--- config.mk ---
export PLATFORM = sky130hd
export DESIGN_NAME = scan_tap
export DESIGN_NICKNAME = d
export VERILOG_FILES = /design/src/rtl/tap_pkg.sv /design/src/rtl/tap_fsm.sv /design/src/rtl/tap_ir.sv /design/src/rtl/tap_dr.sv /design/src/rtl/scan_tap.sv
export SDC_FILE = /design/constraint.sdc
export NUM_CORES = 1
export LEC_CHECK = 0
export BUFFER_PORTS_ARGS = -buffer_cell sky130_fd_sc_hd__buf_4
export CORE_MARGIN = 3
export CORE_UTILIZATION = 25
export DETAILED_ROUTE_END_ITERATION = 7
export SLEW_MARGIN = 10
export SYNTH_ARGS = -nofsm -noshare
export SYNTH_HDL_FRONTEND = slang
export SYNTH_HIERARCHICAL = 1
export SYNTH_SLANG_ARGS = --single-unit
--- constraint.sdc ---
create_clock -name tck_i -period 4.4 [get_ports tck_i]
set_input_delay 0.44 -clock tck_i [delete_from_list [all_inputs] [get_ports tck_i]]
set_output_delay 0.44 -clock tck_i [all_outputs]
set_load 0.1 [all_outputs]
--- src/rtl/tap_pkg.sv ---
package tap_pkg;

  localparam int unsigned IR_W = 4;

  typedef enum logic [3:0] {
    ST_TLR, ST_RTI, ST_SEL_DR, ST_CAP_DR, ST_SHF_DR, ST_EX1_DR, ST_PAU_DR, ST_EX2_DR,
    ST_UPD_DR, ST_SEL_IR, ST_CAP_IR, ST_SHF_IR, ST_EX1_IR, ST_PAU_IR, ST_EX2_IR, ST_UPD_IR
  } tap_state_e;

  localparam logic [IR_W-1:0] OP_EXTEST  = 4'b0000;
  localparam logic [IR_W-1:0] OP_IDCODE  = 4'b0001;
  localparam logic [IR_W-1:0] OP_SAMPLE  = 4'b0010;
  localparam logic [IR_W-1:0] OP_TRIBYP  = 4'b0011;
  localparam logic [IR_W-1:0] OP_SETBYP  = 4'b0100;
  localparam logic [IR_W-1:0] OP_BYPASS  = 4'b1111;
  localparam logic [IR_W-1:0] IR_CAPTURE = 4'b0001;

  typedef enum logic [1:0] {SEL_BYPASS, SEL_ID, SEL_BSR} dr_sel_e;

  typedef struct packed {
    dr_sel_e sel;
    logic    drive_pins;
    logic    float_pins;
  } ir_dec_t;

  function automatic ir_dec_t decode_op(logic [IR_W-1:0] op);
    ir_dec_t d;
    d = '{sel: SEL_BYPASS, drive_pins: 1'b0, float_pins: 1'b0};
    case (op)
      OP_EXTEST: begin d.sel = SEL_BSR; d.drive_pins = 1'b1; end
      OP_SAMPLE: d.sel = SEL_BSR;
      OP_IDCODE: d.sel = SEL_ID;
      OP_TRIBYP: d.float_pins = 1'b1;
      OP_SETBYP: d.drive_pins = 1'b1;
      default:   d.sel = SEL_BYPASS;  // undefined codes act as bypass
    endcase
    return d;
  endfunction

endpackage

--- src/rtl/tap_fsm.sv ---
module tap_fsm
  import tap_pkg::*;
#(
  parameter int unsigned RESET_RUN = 5
) (
  input  logic       tck_i,
  input  logic       rst_ni,
  input  logic       tms_i,
  input  logic       tdi_i,
  output tap_state_e state_o
);
  localparam int unsigned CW = $clog2(RESET_RUN + 1);

  tap_state_e state_q, state_d;
  logic [CW-1:0] run_q;
  logic          run_hit;

  assign run_hit = tms_i && tdi_i && (run_q == CW'(RESET_RUN - 1));

  always_comb begin
    state_d = state_q;
    unique case (state_q)
      ST_TLR:    state_d = tms_i ? ST_TLR    : ST_RTI;
      ST_RTI:    state_d = tms_i ? ST_SEL_DR : ST_RTI;
      ST_SEL_DR: state_d = tms_i ? ST_SEL_IR : ST_CAP_DR;
      ST_CAP_DR: state_d = tms_i ? ST_EX1_DR : ST_SHF_DR;
      ST_SHF_DR: state_d = tms_i ? ST_EX1_DR : ST_SHF_DR;
      ST_EX1_DR: state_d = tms_i ? ST_UPD_DR : ST_PAU_DR;
      ST_PAU_DR: state_d = tms_i ? ST_EX2_DR : ST_PAU_DR;
      ST_EX2_DR: state_d = tms_i ? ST_UPD_DR : ST_SHF_DR;
      ST_UPD_DR: state_d = tms_i ? ST_SEL_DR : ST_RTI;
      ST_SEL_IR: state_d = tms_i ? ST_TLR    : ST_CAP_IR;
      ST_CAP_IR: state_d = tms_i ? ST_EX1_IR : ST_SHF_IR;
      ST_SHF_IR: state_d = tms_i ? ST_EX1_IR : ST_SHF_IR;
      ST_EX1_IR: state_d = tms_i ? ST_UPD_IR : ST_PAU_IR;
      ST_PAU_IR: state_d = tms_i ? ST_EX2_IR : ST_PAU_IR;
      ST_EX2_IR: state_d = tms_i ? ST_UPD_IR : ST_SHF_IR;
      ST_UPD_IR: state_d = tms_i ? ST_SEL_DR : ST_RTI;
      default:   state_d = ST_TLR;
    endcase
  end

  always_ff @(posedge tck_i or negedge rst_ni) begin
    if (!rst_ni) begin
      state_q <= ST_TLR;
      run_q   <= '0;
    end else begin
      state_q <= run_hit ? ST_TLR : state_d;
      if (tms_i && tdi_i) run_q <= run_hit ? '0 : run_q + 1'b1;
      else                run_q <= '0;
    end
  end

  assign state_o = state_q;

  assert_tms_hold_R2: assert property (@(posedge tck_i) disable iff (!rst_ni)
    (state_q == ST_TLR && tms_i) |=> (state_q == ST_TLR));

  assert_tms_tdi_escape_R3: assert property (@(posedge tck_i) disable iff (!rst_ni)
    run_hit |=> (state_q == ST_TLR));

endmodule

--- src/rtl/tap_ir.sv ---
module tap_ir
  import tap_pkg::*;
(
  input  logic            tck_i,
  input  logic            rst_ni,
  input  logic            tdi_i,
  input  tap_state_e      state_i,
  output logic [IR_W-1:0] ir_o,
  output logic            so_o
);
  logic [IR_W-1:0] sr_q, ir_q;

  always_ff @(posedge tck_i or negedge rst_ni) begin
    if (!rst_ni) begin
      sr_q <= '0;
      ir_q <= OP_IDCODE;
    end else begin
      case (state_i)
        ST_CAP_IR: sr_q <= IR_CAPTURE;
        ST_SHF_IR: sr_q <= {tdi_i, sr_q[IR_W-1:1]};
        default:   sr_q <= sr_q;
      endcase
      if (state_i == ST_TLR)         ir_q <= OP_IDCODE;
      else if (state_i == ST_UPD_IR) ir_q <= sr_q;
    end
  end

  assign ir_o = ir_q;
  assign so_o = sr_q[0];

  assert_tlr_idcode_R4: assert property (@(posedge tck_i) disable iff (!rst_ni)
    (state_i == ST_TLR) |=> (ir_q == OP_IDCODE));

  assert_ir_hold_R5: assert property (@(posedge tck_i) disable iff (!rst_ni)
    (state_i != ST_TLR && state_i != ST_UPD_IR) |=> $stable(ir_q));

endmodule

--- src/rtl/tap_dr.sv ---
module tap_dr #(
  parameter int unsigned W = 1
) (
  input  logic         tck_i,
  input  logic         rst_ni,
  input  logic         tdi_i,
  input  logic         cap_i,
  input  logic         shift_i,
  input  logic [W-1:0] cap_val_i,
  output logic [W-1:0] sr_o
);
  logic [W-1:0] sr_q, shifted;

  if (W == 1) begin : g_single
    assign shifted = tdi_i;
  end else begin : g_multi
    assign shifted = {tdi_i, sr_q[W-1:1]};
  end

  always_ff @(posedge tck_i or negedge rst_ni) begin
    if (!rst_ni)      sr_q <= '0;
    else if (cap_i)   sr_q <= cap_val_i;
    else if (shift_i) sr_q <= shifted;
  end

  assign sr_o = sr_q;

  assert_dr_idle_R12: assert property (@(posedge tck_i) disable iff (!rst_ni)
    (!cap_i && !shift_i) |=> $stable(sr_q));

endmodule

--- src/rtl/scan_tap.sv ---
module scan_tap
  import tap_pkg::*;
#(
  parameter int unsigned NUM_PINS   = 4,
  parameter int unsigned RESET_RUN  = 5,
  parameter logic [3:0]  ID_VERSION = 4'h1,
  parameter logic [15:0] ID_PART    = 16'h03CB,
  parameter logic [3:0]  ID_BANK    = 4'hE,
  parameter logic [6:0]  ID_MAKER   = 7'h7E
) (
  input  logic                tck_i,
  input  logic                rst_ni,
  input  logic                tms_i,
  input  logic                tdi_i,
  output logic                tdo_o,
  output logic                tdo_oe_o,
  input  logic [NUM_PINS-1:0] pin_in_i,
  input  logic [NUM_PINS-1:0] core_out_i,
  input  logic [NUM_PINS-1:0] core_oe_i,
  output logic [NUM_PINS-1:0] pin_out_o,
  output logic [NUM_PINS-1:0] pin_oe_o,
  output logic                float_o
);
  localparam int unsigned N     = NUM_PINS;
  localparam int unsigned BSR_W = 3 * N;
  localparam logic [31:0] ID_VALUE = {ID_VERSION, ID_PART, ID_BANK, ID_MAKER, 1'b1};

  tap_state_e      state;
  logic [IR_W-1:0] ir;
  logic            ir_so;
  ir_dec_t         dec;
  logic            cap_dr, shf_dr;
  logic            byp_sr;
  logic [31:0]     id_sr;
  logic [BSR_W-1:0] bsr_sr, bsr_upd_q;
  logic            dr_so;
  logic            tdo_q, tdo_oe_q;

  tap_fsm #(.RESET_RUN(RESET_RUN)) u_fsm (
    .tck_i, .rst_ni, .tms_i, .tdi_i, .state_o(state)
  );

  tap_ir u_ir (
    .tck_i, .rst_ni, .tdi_i, .state_i(state), .ir_o(ir), .so_o(ir_so)
  );

  assign dec    = decode_op(ir);
  assign cap_dr = (state == ST_CAP_DR);
  assign shf_dr = (state == ST_SHF_DR);

  tap_dr #(.W(1)) u_bypass (
    .tck_i, .rst_ni, .tdi_i,
    .cap_i(cap_dr && dec.sel == SEL_BYPASS), .shift_i(shf_dr && dec.sel == SEL_BYPASS),
    .cap_val_i(1'b0), .sr_o(byp_sr)
  );

  tap_dr #(.W(32)) u_id (
    .tck_i, .rst_ni, .tdi_i,
    .cap_i(cap_dr && dec.sel == SEL_ID), .shift_i(shf_dr && dec.sel == SEL_ID),
    .cap_val_i(ID_VALUE), .sr_o(id_sr)
  );

  tap_dr #(.W(BSR_W)) u_bsr (
    .tck_i, .rst_ni, .tdi_i,
    .cap_i(cap_dr && dec.sel == SEL_BSR), .shift_i(shf_dr && dec.sel == SEL_BSR),
    .cap_val_i({core_oe_i, core_out_i, pin_in_i}), .sr_o(bsr_sr)
  );

  // Parallel stage of the boundary cells: holds through shifting
  always_ff @(posedge tck_i or negedge rst_ni) begin
    if (!rst_ni)                                     bsr_upd_q <= '0;
    else if (state == ST_UPD_DR && dec.sel == SEL_BSR) bsr_upd_q <= bsr_sr;
  end

  always_comb begin
    unique case (dec.sel)
      SEL_ID:  dr_so = id_sr[0];
      SEL_BSR: dr_so = bsr_sr[0];
      default: dr_so = byp_sr;
    endcase
  end

  always_ff @(negedge tck_i or negedge rst_ni) begin
    if (!rst_ni) begin
      tdo_q    <= 1'b0;
      tdo_oe_q <= 1'b0;
    end else begin
      tdo_q    <= (state == ST_SHF_IR) ? ir_so : dr_so;
      tdo_oe_q <= (state == ST_SHF_IR) || (state == ST_SHF_DR);
    end
  end

  assign tdo_o    = tdo_q;
  assign tdo_oe_o = tdo_oe_q;

  assign pin_out_o = dec.drive_pins ? bsr_upd_q[2*N-1:N] : core_out_i;
  assign pin_oe_o  = dec.float_pins ? '0
                   : dec.drive_pins ? bsr_upd_q[3*N-1:2*N] : core_oe_i;
  assign float_o   = dec.float_pins;

  assert_tdo_oe_shift_R12: assert property (@(posedge tck_i) disable iff (!rst_ni)
    tdo_oe_o |-> (state == ST_SHF_IR || state == ST_SHF_DR));

  assert_upd_hold_R9: assert property (@(posedge tck_i) disable iff (!rst_ni)
    !(state == ST_UPD_DR && dec.sel == SEL_BSR) |=> $stable(bsr_upd_q));

  assert_float_R11: assert property (@(posedge tck_i) disable iff (!rst_ni)
    (ir == OP_TRIBYP) |-> (pin_oe_o == '0 && float_o));

  assert_drive_R10: assert property (@(posedge tck_i) disable iff (!rst_ni)
    (ir == OP_EXTEST || ir == OP_SETBYP) |-> (pin_out_o == bsr_upd_q[2*N-1:N]));

endmodule

# Word level (Yosys, flattened, before mapping)
# Index checks and enable logic that the tools add are counted.
# totals
reg_bits	74
inputBits	16
out_inout_bits	11
wordCells	89
# classes
addsub	1
eq_ne	22
mux	33
reduce_logical	23
# op_table
operator	count
$mux 32	2
$pmux 4 s12	1
$mux 4	10
$eq 4x4->1 const B	8
$mux 12	2
$eq 4x3->1 const B	5
$eq 4x2->1 const B	4
$mux 3	4
$reduce_bool 2->1	5
$logic_and 1x1->1	9
$eq 4x1->1 const B	2
$logic_not 4->1	2
$mux 1	8
$pmux 4 s2	1
$reduce_or 2->1	4
$mux 2	3
$pmux 2 s2	1
$add 3x1->3 const B	1
$eq 3x3->1 const B	1
$reduce_or 3->1	1
$eq 2x1->1 const B	1
$eq 2x2->1 const B	1
$logic_not 2->1	1
$pmux 1 s2	1
$logic_or 1x1->1	1

# Longest topological paths before layout
# Gate-level depths: netlist (run 1).
# logic_depth
word_depth	7
ltp_mapped	8

# By module
# The synthesis (run 1) kept the hierarchy.
# modules_own_cells
mod	n_inst	cells_each	area_each_um2	seq_area_each_um2
tap_dr (u_id)	1	139	1515.2	800.8
scan_tap	1	60	654.4	250.2
tap_fsm	1	56	584.3	175.2
tap_dr (u_bsr)	1	51	550.5	300.3
tap_ir	1	37	362.8	201.4
tap_dr (u_bypass)	1	4	43.8	25.0

==> results.sh, run 1 <==
export IMPL_finalPower_w=0.00321
export IMPL_r2r_cells=3
export IMPL_nFillCells=1498
export IMPL_ys_top_cells_by_area="dfrtp_1, mux2i_1, nand2_1, o21ai_1, mux2_2"
export IMPL_gp_congestion=0.768
export IMPL_hold_violations=0
export IMPL_cts_sinks=70
export IMPL_boundaryPins=27
export IMPL_grt_pass1_vias=2690
export IMPL_finalMaxSlewViolations=0
export IMPL_crit_end="tdo_oe_o"
export IMPL_postRouteAntennaNets=0
export IMPL_cp_required_ps=2360
export IMPL_cts_buffers_inserted=9
export IMPL_hp_class="primary input to flop"
export IMPL_num_vias=2589
export IMPL_setup_tns_ps=0
export IMPL_pwr_share_comb=0.409
export IMPL_grtUsageTotal=0.0960
export IMPL_status="completed"
export IMPL_cp_num_cells=3
export IMPL_setup_viol_count_final=0
export IMPL_slew_headroom=0.241
export IMPL_final_area_um2=4420
export IMPL_p_clk_frac=0.222
export IMPL_clk_path_buf_depth=2
export IMPL_rows=43
export IMPL_antenna_found_initial=0
export IMPL_r2r_slack_ps=670
export IMPL_postSynthCellCount=347
export IMPL_startpoint="u_fsm/state_o[0]"
export IMPL_path_buf_inv=0
export IMPL_layout_nets=419
export IMPL_critPathSlowestCell="dfrtp_1"
export IMPL_hpwl_um=4900
export IMPL_cp_end_kind="flop"
export IMPL_yosysTopAreaCellShare=0.452
export IMPL_die_w_um=128
export IMPL_clkTransAtPathRegs_ps=50
export IMPL_place_area_um2=4120
export IMPL_multiInputGateArea_um2=1880
export IMPL_core_um2=14200
export IMPL_maxCapViolCount=0
export IMPL_crit_fanout=20
export IMPL_initial_core_util=0.261
export IMPL_antenna_cells=0
export IMPL_drc=0
export IMPL_io_buffers=26
export IMPL_syn_area_um2=3710
export IMPL_seq_area_frac_synth=0.472
export IMPL_finalClockSkew_ps=8.61
export IMPL_final_common_cell="dfrtp_1"
export IMPL_synth_top_area_cell="dfrtp_1"
export IMPL_htree_levels=3
export IMPL_cp_data_arrival_time_ps=1690
export IMPL_vias_per_cell=4.42
export IMPL_final_cell_mix="dfrtp_1, nand2_1, mux2i_1"
export IMPL_internal_power_w=0.00191
export IMPL_rsz0062_at_grt="no"
export IMPL_critical_path_top_delay_family="flip-flops"
export IMPL_firstDrtPassIters=4
export IMPL_die_area_um2=16300
export IMPL_synth_cell_types=50
export IMPL_drt_wl_total_um=7290
export IMPL_cts_tree="yes"
export IMPL_synth_edf_count=0
export IMPL_ys_ff_latch=70
export IMPL_power_density_nw_per_um2=726
export IMPL_synth_flop_cell="dfrtp_1"
export IMPL_seq_area_um2=1750
export IMPL_grt_pass1_wl_um=12800
export IMPL_syn_area_per_cell_um2=10.7
export IMPL_critPathLaunchType="flop"
export IMPL_share_seq_of_total_power=0.369
export IMPL_ys_async_sr_fraction=1.00
export IMPL_worstMarginPinSlew_ps=1140
export IMPL_power_leakage_nw=1.78
export IMPL_wire_per_inst_um=12.4
export IMPL_post_cts_buffers=0
export IMPL_die_h_um=128
export IMPL_path_cells="nor2_1 -> nand3b_1 -> nand2_1"
export IMPL_area_growth_pct=19.2
export IMPL_utilization=0.311
export IMPL_switching_share=0.404
export IMPL_rr_startpoint="u_fsm/state_o[0]"
export IMPL_ir_drop_mv=0.405
export IMPL_switching_power_w=0.00130
export IMPL_cts_root_buf="clkbuf_16"
export IMPL_clock_latency_ps=330
export IMPL_critical_path_class="flop to flop"
export IMPL_grt_max_degree=57
export IMPL_grt_overflow_total=0
export IMPL_critPathMaxStageDelay_ps=810
export IMPL_regToRegEndpoint="tdo_oe_o"
export IMPL_yosysWarningCount=6
export IMPL_drive_gt1_frac=0.217
export IMPL_drt_initial_drc_count=194
synth_stat cells, types with 3 or more instances:
cell / instances
o21ai_0: 7
buf_2: 9
a21oi_1: 7
nand3_1: 3
nand4_1: 3
inv_1: 5
buf_12: 3
nand2_1: 58
mux2i_1: 52
o22ai_1: 4
mux2_2: 11
nand3b_1: 4
nor2_1: 18
buf_6: 8
o21ai_1: 42
o21ai_2: 4
dfrtp_1: 67
final cells by class:
cell class,count,area share
repair buffers,33,0.0566
clock buffers,14,0.0574
clock inverters,2,0.00792
inverters,6,0.00509
multi-input cells,281,0.426
flip-flops and latches,70,0.396
well taps,180,0.0509
power groups by stage:
stage / clock (W) / combinational (W) / sequential (W)
2_1_floorplan: 0 / 0.00115 / 0.00116
3_3_place_gp: 0 / 0.00128 / 0.00118
3_5_place_dp: 0 / 0.00132 / 0.00120
4_1_cts: 0.000725 / 0.00132 / 0.00119
5_1_grt: 0.000756 / 0.00145 / 0.00123
6_report: 0.000712 / 0.00131 / 0.00119
per-stage QoR:
stage / hold WS (ps) / cells / setup WS [ps]
2_1_floorplan: 144 / 378 / 811
3_3_place_gp: 313 / 569 / 737
4_1_cts: 322 / 586 / 674
5_1_grt: 339 / 586 / 534
3_5_place_dp: 317 / 569 / 673
6_report: 334 / 586 / 674
cells by family after synthesis:
kind of cell	share of synthesized area
simple gates	0.152
compound gates	0.129
flops	0.472
mux	0.178
buf+inv	0.0607
fa+ha+maj	0.00674
other cells	0.00202
sequential cells by signal, indices dropped and copies added, names as in the netlist:
register       count
u_id/sr_o         32
u_bsr/sr_o        12
bsr_upd_q          8
u_fsm/state_o      4
u_ir/ir_o          4
u_ir/sr_q          4
u_fsm/run_q        3
tdo_o              1
tdo_oe_o           1
u_bypass/sr_o      1
metal layers:
metal,track usage,share of wire,vias up
li1,-,-,1293
met4,0.0218,0.0080,0
met5,0,0,-
met2,0.147,0.46,44
met3,0.0350,0.045,6
met1,0.130,0.49,1246
how the worst min path moves through the flow:
stage	startpoint	end	depth (start not counted)
after floorplan	rst_ni	bsr_upd_q[10]	0
after global placement	rst_ni	u_ir/sr_q[0]	1
after detailed placement	rst_ni	u_ir/sr_q[0]	1
after CTS	core_oe_i[3]	u_bsr/sr_o[11]	3
after global routing	pin_in_i[1]	u_bsr/sr_o[1]	3
final	core_oe_i[3]	u_bsr/sr_o[11]	3
worst register-to-register path, stage by stage (launching register included):
cell and delay (ps):
dfrtp_1 810, nor2_1 190, nand3b_1 280, nand2_1 90
what timing repair did:
| action | 4_1_cts | 5_1_grt |
|---|---|---|
| hold buffers | 1 | 0 |
| gates resized for setup | 0 | 0 |
| hold endpoints to repair | 12 | 0 |
(Power assumes the default switching activity.)
==> run 2, diff against run 1 <==
==> constraint.sdc (replaced) <==
create_clock -name tck_i -period 3.1 [get_ports tck_i]
set_input_delay 0.31 -clock tck_i [delete_from_list [all_inputs] [get_ports tck_i]]
set_output_delay 0.31 -clock tck_i [all_outputs]
set_load 0.1 [all_outputs]
==> results.sh, run 2 (same netlist as run 1, synthesis figures left out) <==
export IMPL_maxCapViolCount=0
export IMPL_critPathSlowestCell="dfrtn_1"
export IMPL_antenna_found_initial=0
export IMPL_clock_latency_ps=330
export IMPL_cts_tree="yes"
export IMPL_path_cells="buf_4"
export IMPL_finalPower_w=0.00462
export IMPL_clkTransAtPathRegs_ps=60
export IMPL_status="completed"
export IMPL_grt_max_degree=62
export IMPL_grt_overflow_total=0
export IMPL_postRouteAntennaNets=0
export IMPL_rr_startpoint="u_ir/ir_o[3]"
export IMPL_finalMaxSlewViolations=0
export IMPL_initial_core_util=0.261
export IMPL_firstDrtPassIters=4
export IMPL_critPathLaunchType="flop"
export IMPL_drt_initial_drc_count=102
export IMPL_cts_buffers_inserted=9
export IMPL_htree_levels=3
export IMPL_grt_pass1_wl_um=12400
export IMPL_cp_required_ps=2790
export IMPL_min_from="core_oe_i[2]"
export IMPL_drive_gt1_frac=0.230
export IMPL_power_density_nw_per_um2=1030
export IMPL_vias_per_cell=4.34
export IMPL_cp_data_arrival_time_ps=2580
export IMPL_hold_slack_ps=196
export IMPL_boundaryPins=27
export IMPL_min_path_cells=3
export IMPL_ir_drop_mv=0.397
export IMPL_power_leakage_nw=1.80
export IMPL_die_w_um=128
export IMPL_setup_tns_ps=0
export IMPL_drc=0
export IMPL_critical_path_top_delay_family="flip-flops"
export IMPL_antenna_cells=0
export IMPL_worstMarginPinSlew_ps=776
export IMPL_grtUsageTotal=0.0938
export IMPL_cp_end_kind="primary output"
export IMPL_hp_class="primary input to flop"
export IMPL_clk_path_buf_depth=2
export IMPL_path_buf_inv=1
export IMPL_die_area_um2=16300
export IMPL_r2r_slack_ps=360
export IMPL_area_growth_pct=20.9
export IMPL_core_um2=14200
export IMPL_slew_headroom=0.482
export IMPL_r2r_cells=3
export IMPL_final_common_cell="dfrtp_1"
export IMPL_rsz0062_at_grt="no"
export IMPL_crit_fanout=1
export IMPL_gp_congestion=0.794
export IMPL_die_h_um=128
export IMPL_largest_reg_flops=32
export IMPL_post_cts_buffers=0
export IMPL_whs_endpoint="u_bsr/sr_o[10]"
export IMPL_wire_per_inst_um=12.2
export IMPL_finalClockSkew_ps=10.2
export IMPL_final_cell_mix="dfrtp_1, nand2_1, mux2i_1"
export IMPL_hold_violations=0
export IMPL_critical_path_class="flop to primary output"
export IMPL_cts_root_buf="clkbuf_16"
export IMPL_layout_nets=422
export IMPL_io_buffers=26
export IMPL_drt_wl_total_um=7150
export IMPL_setup_viol_count_final=0
export IMPL_rows=43
export IMPL_num_vias=2551
export IMPL_cts_sinks=70
export IMPL_grt_pass1_vias=2625
export IMPL_regToRegEndpoint="tdo_o"
export IMPL_hpwl_um=4850
export IMPL_critPathMaxStageDelay_ps=400
[run 2: power breakdown]
group / internal (W) / switching (W)
combinational: 0.000784 / 0.00119
sequential: 0.00133 / 0.000296
clock: 0.000641 / 0.000381
[run 2: worst max path at each step]
| stage | from | cells past startpoint | to | slack (ps) |
|---|---|---|---|---|
| 3_3_place_gp | u_ir/ir_o[3] | 3 | tdo_o | 330 |
| 2_1_floorplan | tdo_o | 0 | tdo_o | 290 |
| 3_5_place_dp | u_ir/ir_o[3] | 3 | tdo_o | 350 |
| 5_1_grt | tdo_o | 1 | tdo_o | 180 |
| 4_1_cts | tdo_o | 1 | tdo_o | 180 |
| 6_report | tdo_o | 1 | tdo_o | 210 |
[run 2: cell type report]
class | count | area (µm²)
clock buffer | 10 | 239
clock inverter | 5 | 60.1
fill | 1480 | 9720
inverter | 6 | 22.5
multi-input combinational | 281 | 1890
sequential | 70 | 1750
tap | 180 | 225
timing repair buffer | 36 | 298
[run 2: repair_timing]
item	4_1_cts	5_1_grt
resized for setup	0	0
endpoints found under the hold margin	7	0
hold buffers	1	0
[run 2: routing by layer]
| layer | wire length [µm] | GRT usage |
|---|---|---|
| met5 | 0 | 0 |
| met4 | 240 | 0.0562 |
| met1 | 3490 | 0.119 |
| met2 | 3240 | 0.147 |
| met3 | 178 | 0.0196 |
[run 2: per-stage QoR]
step	setup slack, ps	instance area (µm²)	std cells	util
finish	207	4490	588	0.316
global route	175	4490	588	0.316
CTS	177	4490	588	0.316
detailed placement	350	4180	572	0.294
global placement	327	4180	572	0.294
floorplan	291	3840	378	-
